## src/rtl/addcmp_pkg.sv

```systemverilog
package addcmp_pkg;

    typedef enum logic [1:0] {
        BSRC_OPND = 2'd0,
        BSRC_ZERO = 2'd1,
        BSRC_ONES = 2'd2,
        BSRC_ALT  = 2'd3
    } bsrc_e;

    typedef enum logic [1:0] {
        CSRC_ZERO = 2'd0,
        CSRC_ONE  = 2'd1,
        CSRC_FLAG = 2'd2,
        CSRC_NONE = 2'd3
    } csrc_e;

    typedef struct packed {
        logic lt;
        logic gt;
        logic eq;
        logic so;
    } cond_t;

    // Signed overflow: inputs agree in sign, result disagrees.
    function automatic logic sgn_ovf(input logic xs, input logic ys, input logic rs);
        return (xs == ys) && (rs != xs);
    endfunction

endpackage

```

## src/rtl/addcmp_operand_sel.sv

```systemverilog
module addcmp_operand_sel
    import addcmp_pkg::*;
#(
    parameter int unsigned WIDTH = 64
) (
    input  logic [WIDTH-1:0] opa,
    input  logic [WIDTH-1:0] opb,
    input  logic             inv_a,
    input  logic [1:0]       b_src,
    input  logic [1:0]       cin_src,
    input  logic             ca_in,
    input  logic             cmp_en,
    output logic [WIDTH-1:0] add_x,
    output logic [WIDTH-1:0] add_y,
    output logic             add_c
);

    bsrc_e bsel;
    csrc_e csel;

    always_comb begin
        bsel = bsrc_e'(b_src);
        csel = csrc_e'(cin_src);

        if (cmp_en) begin
            // compare: ~A + B + 1
            add_x = ~opa;
            add_y = opb;
            add_c = 1'b1;
        end else begin
            add_x = inv_a ? ~opa : opa;
            unique case (bsel)
                BSRC_ZERO: add_y = '0;
                BSRC_ONES: add_y = '1;
                default:   add_y = opb;
            endcase
            unique case (csel)
                CSRC_ONE:  add_c = 1'b1;
                CSRC_FLAG: add_c = ca_in;
                default:   add_c = 1'b0;
            endcase
        end
    end

endmodule

```

## src/rtl/addcmp_adder.sv

```systemverilog
module addcmp_adder
    import addcmp_pkg::*;
#(
    parameter int unsigned WIDTH = 64
) (
    input  logic [WIDTH-1:0] add_x,
    input  logic [WIDTH-1:0] add_y,
    input  logic             add_c,
    output logic [WIDTH-1:0] sum,
    output logic             ca,
    output logic             ca32,
    output logic             ov,
    output logic             ov32
);

    localparam int unsigned HALF = WIDTH / 2;

    logic [HALF:0]       lo_sum;
    logic [WIDTH-HALF:0] hi_sum;

    always_comb begin
        lo_sum = {1'b0, add_x[HALF-1:0]} + {1'b0, add_y[HALF-1:0]} + {{HALF{1'b0}}, add_c};
        hi_sum = {1'b0, add_x[WIDTH-1:HALF]} + {1'b0, add_y[WIDTH-1:HALF]}
               + {{(WIDTH-HALF){1'b0}}, lo_sum[HALF]};
        sum  = {hi_sum[WIDTH-HALF-1:0], lo_sum[HALF-1:0]};
        ca   = hi_sum[WIDTH-HALF];
        ca32 = lo_sum[HALF];
        ov   = sgn_ovf(add_x[WIDTH-1], add_y[WIDTH-1], sum[WIDTH-1]);
        ov32 = sgn_ovf(add_x[HALF-1], add_y[HALF-1], sum[HALF-1]);
    end

endmodule

```

## src/rtl/addcmp_cond.sv

```systemverilog
module addcmp_cond
    import addcmp_pkg::*;
#(
    parameter int unsigned WIDTH = 64
) (
    input  logic [WIDTH-1:0] opa,
    input  logic [WIDTH-1:0] opb,
    input  logic [WIDTH-1:0] sum,
    input  logic             ca,
    input  logic             ca32,
    input  logic             so_in,
    input  logic             cmp_en,
    input  logic             cmp_wide,
    input  logic             cmp_signed,
    output cond_t            cond
);

    localparam int unsigned HALF = WIDTH / 2;

    logic eq_w, eq_h;
    logic a_msb, b_msb, r_msb, cy, eq_sel;

    always_comb begin
        eq_w = (opa == opb);
        eq_h = (opa[HALF-1:0] == opb[HALF-1:0]);

        if (cmp_wide) begin
            a_msb  = opa[WIDTH-1];
            b_msb  = opb[WIDTH-1];
            r_msb  = sum[WIDTH-1];
            cy     = ca;
            eq_sel = eq_w;
        end else begin
            a_msb  = opa[HALF-1];
            b_msb  = opb[HALF-1];
            r_msb  = sum[HALF-1];
            cy     = ca32;
            eq_sel = eq_h;
        end

        cond.so = so_in;
        if (cmp_en) begin
            cond.eq = eq_sel;
            if (cmp_signed && (a_msb != b_msb)) begin
                // differing signs: the negative one is smaller
                cond.lt = a_msb;
                cond.gt = ~a_msb;
            end else if (cmp_signed) begin
                // same signs: B - A cannot overflow
                cond.lt = ~r_msb & ~eq_sel;
                cond.gt = r_msb;
            end else begin
                // carry out of B - A means B >= A
                cond.lt = cy & ~eq_sel;
                cond.gt = ~cy;
            end
        end else begin
            cond.eq = (sum == '0);
            cond.lt = sum[WIDTH-1];
            cond.gt = ~sum[WIDTH-1] & (sum != '0);
        end
    end

endmodule

```

## src/rtl/addcmp_unit.sv

```systemverilog
module addcmp_unit
    import addcmp_pkg::*;
#(
    parameter int unsigned WIDTH = 64
) (
    input  logic [WIDTH-1:0] opa,
    input  logic [WIDTH-1:0] opb,
    input  logic             inv_a,
    input  logic [1:0]       b_src,
    input  logic [1:0]       cin_src,
    input  logic             ca_in,
    input  logic             so_in,
    input  logic             cmp_en,
    input  logic             cmp_wide,
    input  logic             cmp_signed,
    output logic [WIDTH-1:0] sum,
    output logic             ca,
    output logic             ca32,
    output logic             ov,
    output logic             ov32,
    output logic [3:0]       cond
);

    localparam int unsigned HALF = WIDTH / 2;

    logic [WIDTH-1:0] add_x, add_y;
    logic             add_c;
    cond_t            cfield;

    addcmp_operand_sel #(.WIDTH(WIDTH)) u_sel (
        .opa(opa), .opb(opb), .inv_a(inv_a), .b_src(b_src),
        .cin_src(cin_src), .ca_in(ca_in), .cmp_en(cmp_en),
        .add_x(add_x), .add_y(add_y), .add_c(add_c)
    );

    addcmp_adder #(.WIDTH(WIDTH)) u_add (
        .add_x(add_x), .add_y(add_y), .add_c(add_c),
        .sum(sum), .ca(ca), .ca32(ca32), .ov(ov), .ov32(ov32)
    );

    addcmp_cond #(.WIDTH(WIDTH)) u_cond (
        .opa(opa), .opb(opb), .sum(sum), .ca(ca), .ca32(ca32),
        .so_in(so_in), .cmp_en(cmp_en), .cmp_wide(cmp_wide),
        .cmp_signed(cmp_signed), .cond(cfield)
    );

    assign cond = cfield;

    always_comb begin
        if (cmp_en) begin
            assert_cmp_onehot_R11: assert ($countones(cond[3:1]) == 1)
                else $error("compare produced %b", cond[3:1]);
        end
        if (cmp_en && cmp_wide && cond[1]) begin
            assert_eq_zero_diff_R7: assert (sum == '0)
                else $error("EQ with nonzero difference");
        end
        if (cmp_en && !cmp_signed && !cmp_wide && cond[3]) begin
            assert_ult_carry_R8: assert (ca32)
                else $error("unsigned LT without carry");
        end
        if (!cmp_en && !inv_a && b_src == 2'd1 && cin_src == 2'd0) begin
            assert_pass_a_R2: assert (sum == opa && !ca && !ov)
                else $error("A + 0 + 0 altered A");
        end
        if (cmp_en && cmp_wide && !cmp_signed && cond[2]) begin
            assert_ugt_nocarry_R6: assert (!ca)
                else $error("unsigned GT with carry");
        end
    end

endmodule

```

## config.mk

```make
export PLATFORM = sky130hd
export DESIGN_NAME = addcmp_unit
export DESIGN_NICKNAME = d
export VERILOG_FILES = /design/src/rtl/addcmp_pkg.sv /design/src/rtl/addcmp_operand_sel.sv /design/src/rtl/addcmp_adder.sv /design/src/rtl/addcmp_cond.sv /design/src/rtl/addcmp_unit.sv
export SDC_FILE = /design/constraint.sdc
export NUM_CORES = 1
export LEC_CHECK = 0
export CAP_MARGIN = 10
export CORE_ASPECT_RATIO = 1.1
export CORE_MARGIN = 1
export CORE_UTILIZATION = 53
export DETAILED_ROUTE_END_ITERATION = 7
export GPL_TIMING_DRIVEN = 0
export PLACE_DENSITY = 0.88
export SLEW_MARGIN = 20
export SYNTH_ARGS = -nofsm -noshare
export SYNTH_HDL_FRONTEND = slang
export SYNTH_SLANG_ARGS = --single-unit
export TNS_END_PERCENT = 20
```

## constraint.sdc

```tcl
create_clock -name vclk -period 26.5
set_clock_uncertainty 0.1 [all_clocks]
set_input_delay 5.3 -clock vclk [all_inputs]
set_output_delay 5.3 -clock vclk [all_outputs]
set_load 0.02 [all_outputs]
```

==> impl_metrics.py <==
metrics = {
    "layout": {
        "syn_to_final_growth_pct": 35.9,
        "final_area_mm2": 0.00860,
        "n_antenna_cell": 0,
        "nets": 1381,
        "drive_above_1_share": 0.0196,
        "nFlopsAndLatches": 0,
        "seq_area_um2": 0,
        "clock_buffers": 0,
    },
    "placement": {
        "hpwl_um": 19600,
        "placed_area_mm2": 0.00860,
        "port_buffers": 208,
        "place.gp.congestion": 0.975,
    },
    "pwr": {
        "ir_drop_mv": 0.0321,
        "p_per_area_mw_per_mm2": 52.4,
        "leakage_nw": 3.45,
    },
    "drt": {
        "drc": 0,
        "first_iter_violations": 467,
        "routed-via-count": 8033,
        "drt-pass1-iter-count": 6,
        "drt-total-wl_um": 23300,
        "viasPerCell": 6.08,
        "wl_per_cell_um": 17.6,
        "ant_nets": 0,
    },
    "floorplan": {
        "placementRows": 41,
        "initial_utilization": 0.549,
        "die_y_um": 117,
        "die-area_mm2": 0.0124,
        "io_pins": 210,
        "core-area_mm2": 0.0115,
        "die_x_um": 106,
    },
    "worst_setup_path": {
        "critPathRequiredTime_ns": 21.10,
        "critPathMaxStageDelay_ns": 0.58,
        "cpMaxStageDelayCell": "clkbuf_1",
        "critPathLaunchType": "input pin",
        "cp-end-kind": "primary output",
        "crit_fanout": 10,
        "arrival_ns": 15.00,
        "path_class": "in -> out",
    },
    "global_routing": {
        "antenna_found_initial": 0,
        "gr-total-overflow": 0,
        "grt_pass1_wl_um": 36300,
        "grt_max_degree": 11,
        "grt_pass1_vias": 7483,
        "track_usage": 0.360,
    },
    "synthesis": {
        "ys_seq_area_frac": 0,
        "synth_nets": 1171,
        "synth.largest_area_cell": "xnor2_1",
        "synth_area_leaders": "xnor2_1, ha_1, xor2_1, o21ai_0, nand2_1",
        "syn_area_mm2": 0.00633,
        "synth.distinct_cells": 72,
        "synth_cells": 964,
        "syn_area_per_cell_um2": 6.57,
        "netlist.area_leader.share": 0.165,
        "yosys_warnings": 0,
    },
    "timing": {
        "finalCritPeriodShare": 0.770,
        "timing.final.crit_period_ns": 20.40,
        "slew_violations": 0,
        "slew_headroom": 0.376,
        "finalHoldViolations": 0,
        "rsz0062_at_grt": "false",
        "timing.setup.tns_ns": 0,
        "tightest_slew_ns": 0.912,
        "setup_viol": 0,
        "max_freq_mhz": 49.0,
    },
    "cts": {
        "cts_resized": 0,
        "post-cts-setup-buffer-count": 0,
        "holdBufCountCts": 0,
    },
    "hold_path": {
        "hp-class": "in -> out",
    },
    "flow_run": {
        "max_cap_viol_count": 0,
    },
    "run_status": {
        "status": "finished clean",
    },
}
==> layout by cell type, fill, tap and decap left out, types with 28 or more instances in the layout <==
cell type,instances
a21oi_1,75
clkbuf_1,46
clkdlybuf4s50_1,208
ha_1,65
nand2_1,130
nor2_1,52
nor4_1,28
o21ai_0,101
xnor2_1,119
xor2_1,60
==> metal layers <==
layer	track usage	routed length [um]	vias to the layer above
li1	-	-	3938
met1	0.445	9570	3614
met2	0.641	10900	413
met3	0.0273	1690	68
met4	0.161	1090	0
met5	0	0	-
==> report_power, final <==
part | switching (mW) | total (mW) | internal (mW) | leakage [nW]
logic | 0.260 | 0.451 | 0.191 | 3.45
registers | 0 | 0 | 0 | 0
clock network | 0 | 0 | 0 | 0
==> layout make-up <==
cell class | instances | area [um^2]
timing repair buffer | 208 | 2080
multi-input combinational | 890 | 6050
tap | 150 | 188
fill | 961 | 2940
inverter | 24 | 90.1
buffer | 50 | 194
==> worst paths after layout <==
kind      end  slack [ns]  startpoint  depth (start not counted)
max   cond[2]        6.10    b_src[0]                         32
min   cond[0]       11.13       so_in                          2
==> critical path, delay by kind of cell <==
family                     cells  cell delay, ns
AOI/OAI and AO/OA             10            2.87
adders and majority gates      5            1.69
buffers and inverters          8            2.30
and+or+nand+nor                9            2.79
==> logic make-up after synthesis <==
logic type                 count (synthesis)  synth area share
and+or+nand+nor                          337             0.264
AOI/OAI and AO/OA                        299             0.292
xor gates and xnor gates                 179             0.248
buffers and inverters                     74            0.0449
adders and majority gates                 70             0.143
muxes                                      5           0.00830
==> per-stage QoR <==
step                setup WS (ns)  power, mW  hold WS, ns  utilization  instances
global placement             6.53      0.437        11.12        0.745       1322
detailed placement           6.44      0.441        11.13        0.745       1322
CTS                          6.38      0.443        11.13        0.745       1322
floorplan                    8.91      0.270        10.61            -        964
global route                 5.78      0.481        11.14        0.745       1322
finish                       6.10      0.451        11.13        0.745       1322
==> cells in the mapped netlist, types with 9 or more instances <==
cell / instances
nor3_1: 22
ha_1: 65
a21o_1: 23
nand3_1: 9
a21oi_1: 75
clkbuf_1: 46
o21ai_0: 101
xor2_1: 60
xnor2_1: 119
inv_1: 24
and2_1: 10
nand2_1: 130
nand4_1: 24
a211oi_1: 12
o211ai_1: 11
nor4_1: 28
nor2b_1: 9
nor2_1: 53
Note: power is estimated with default switching activity, not from simulation.
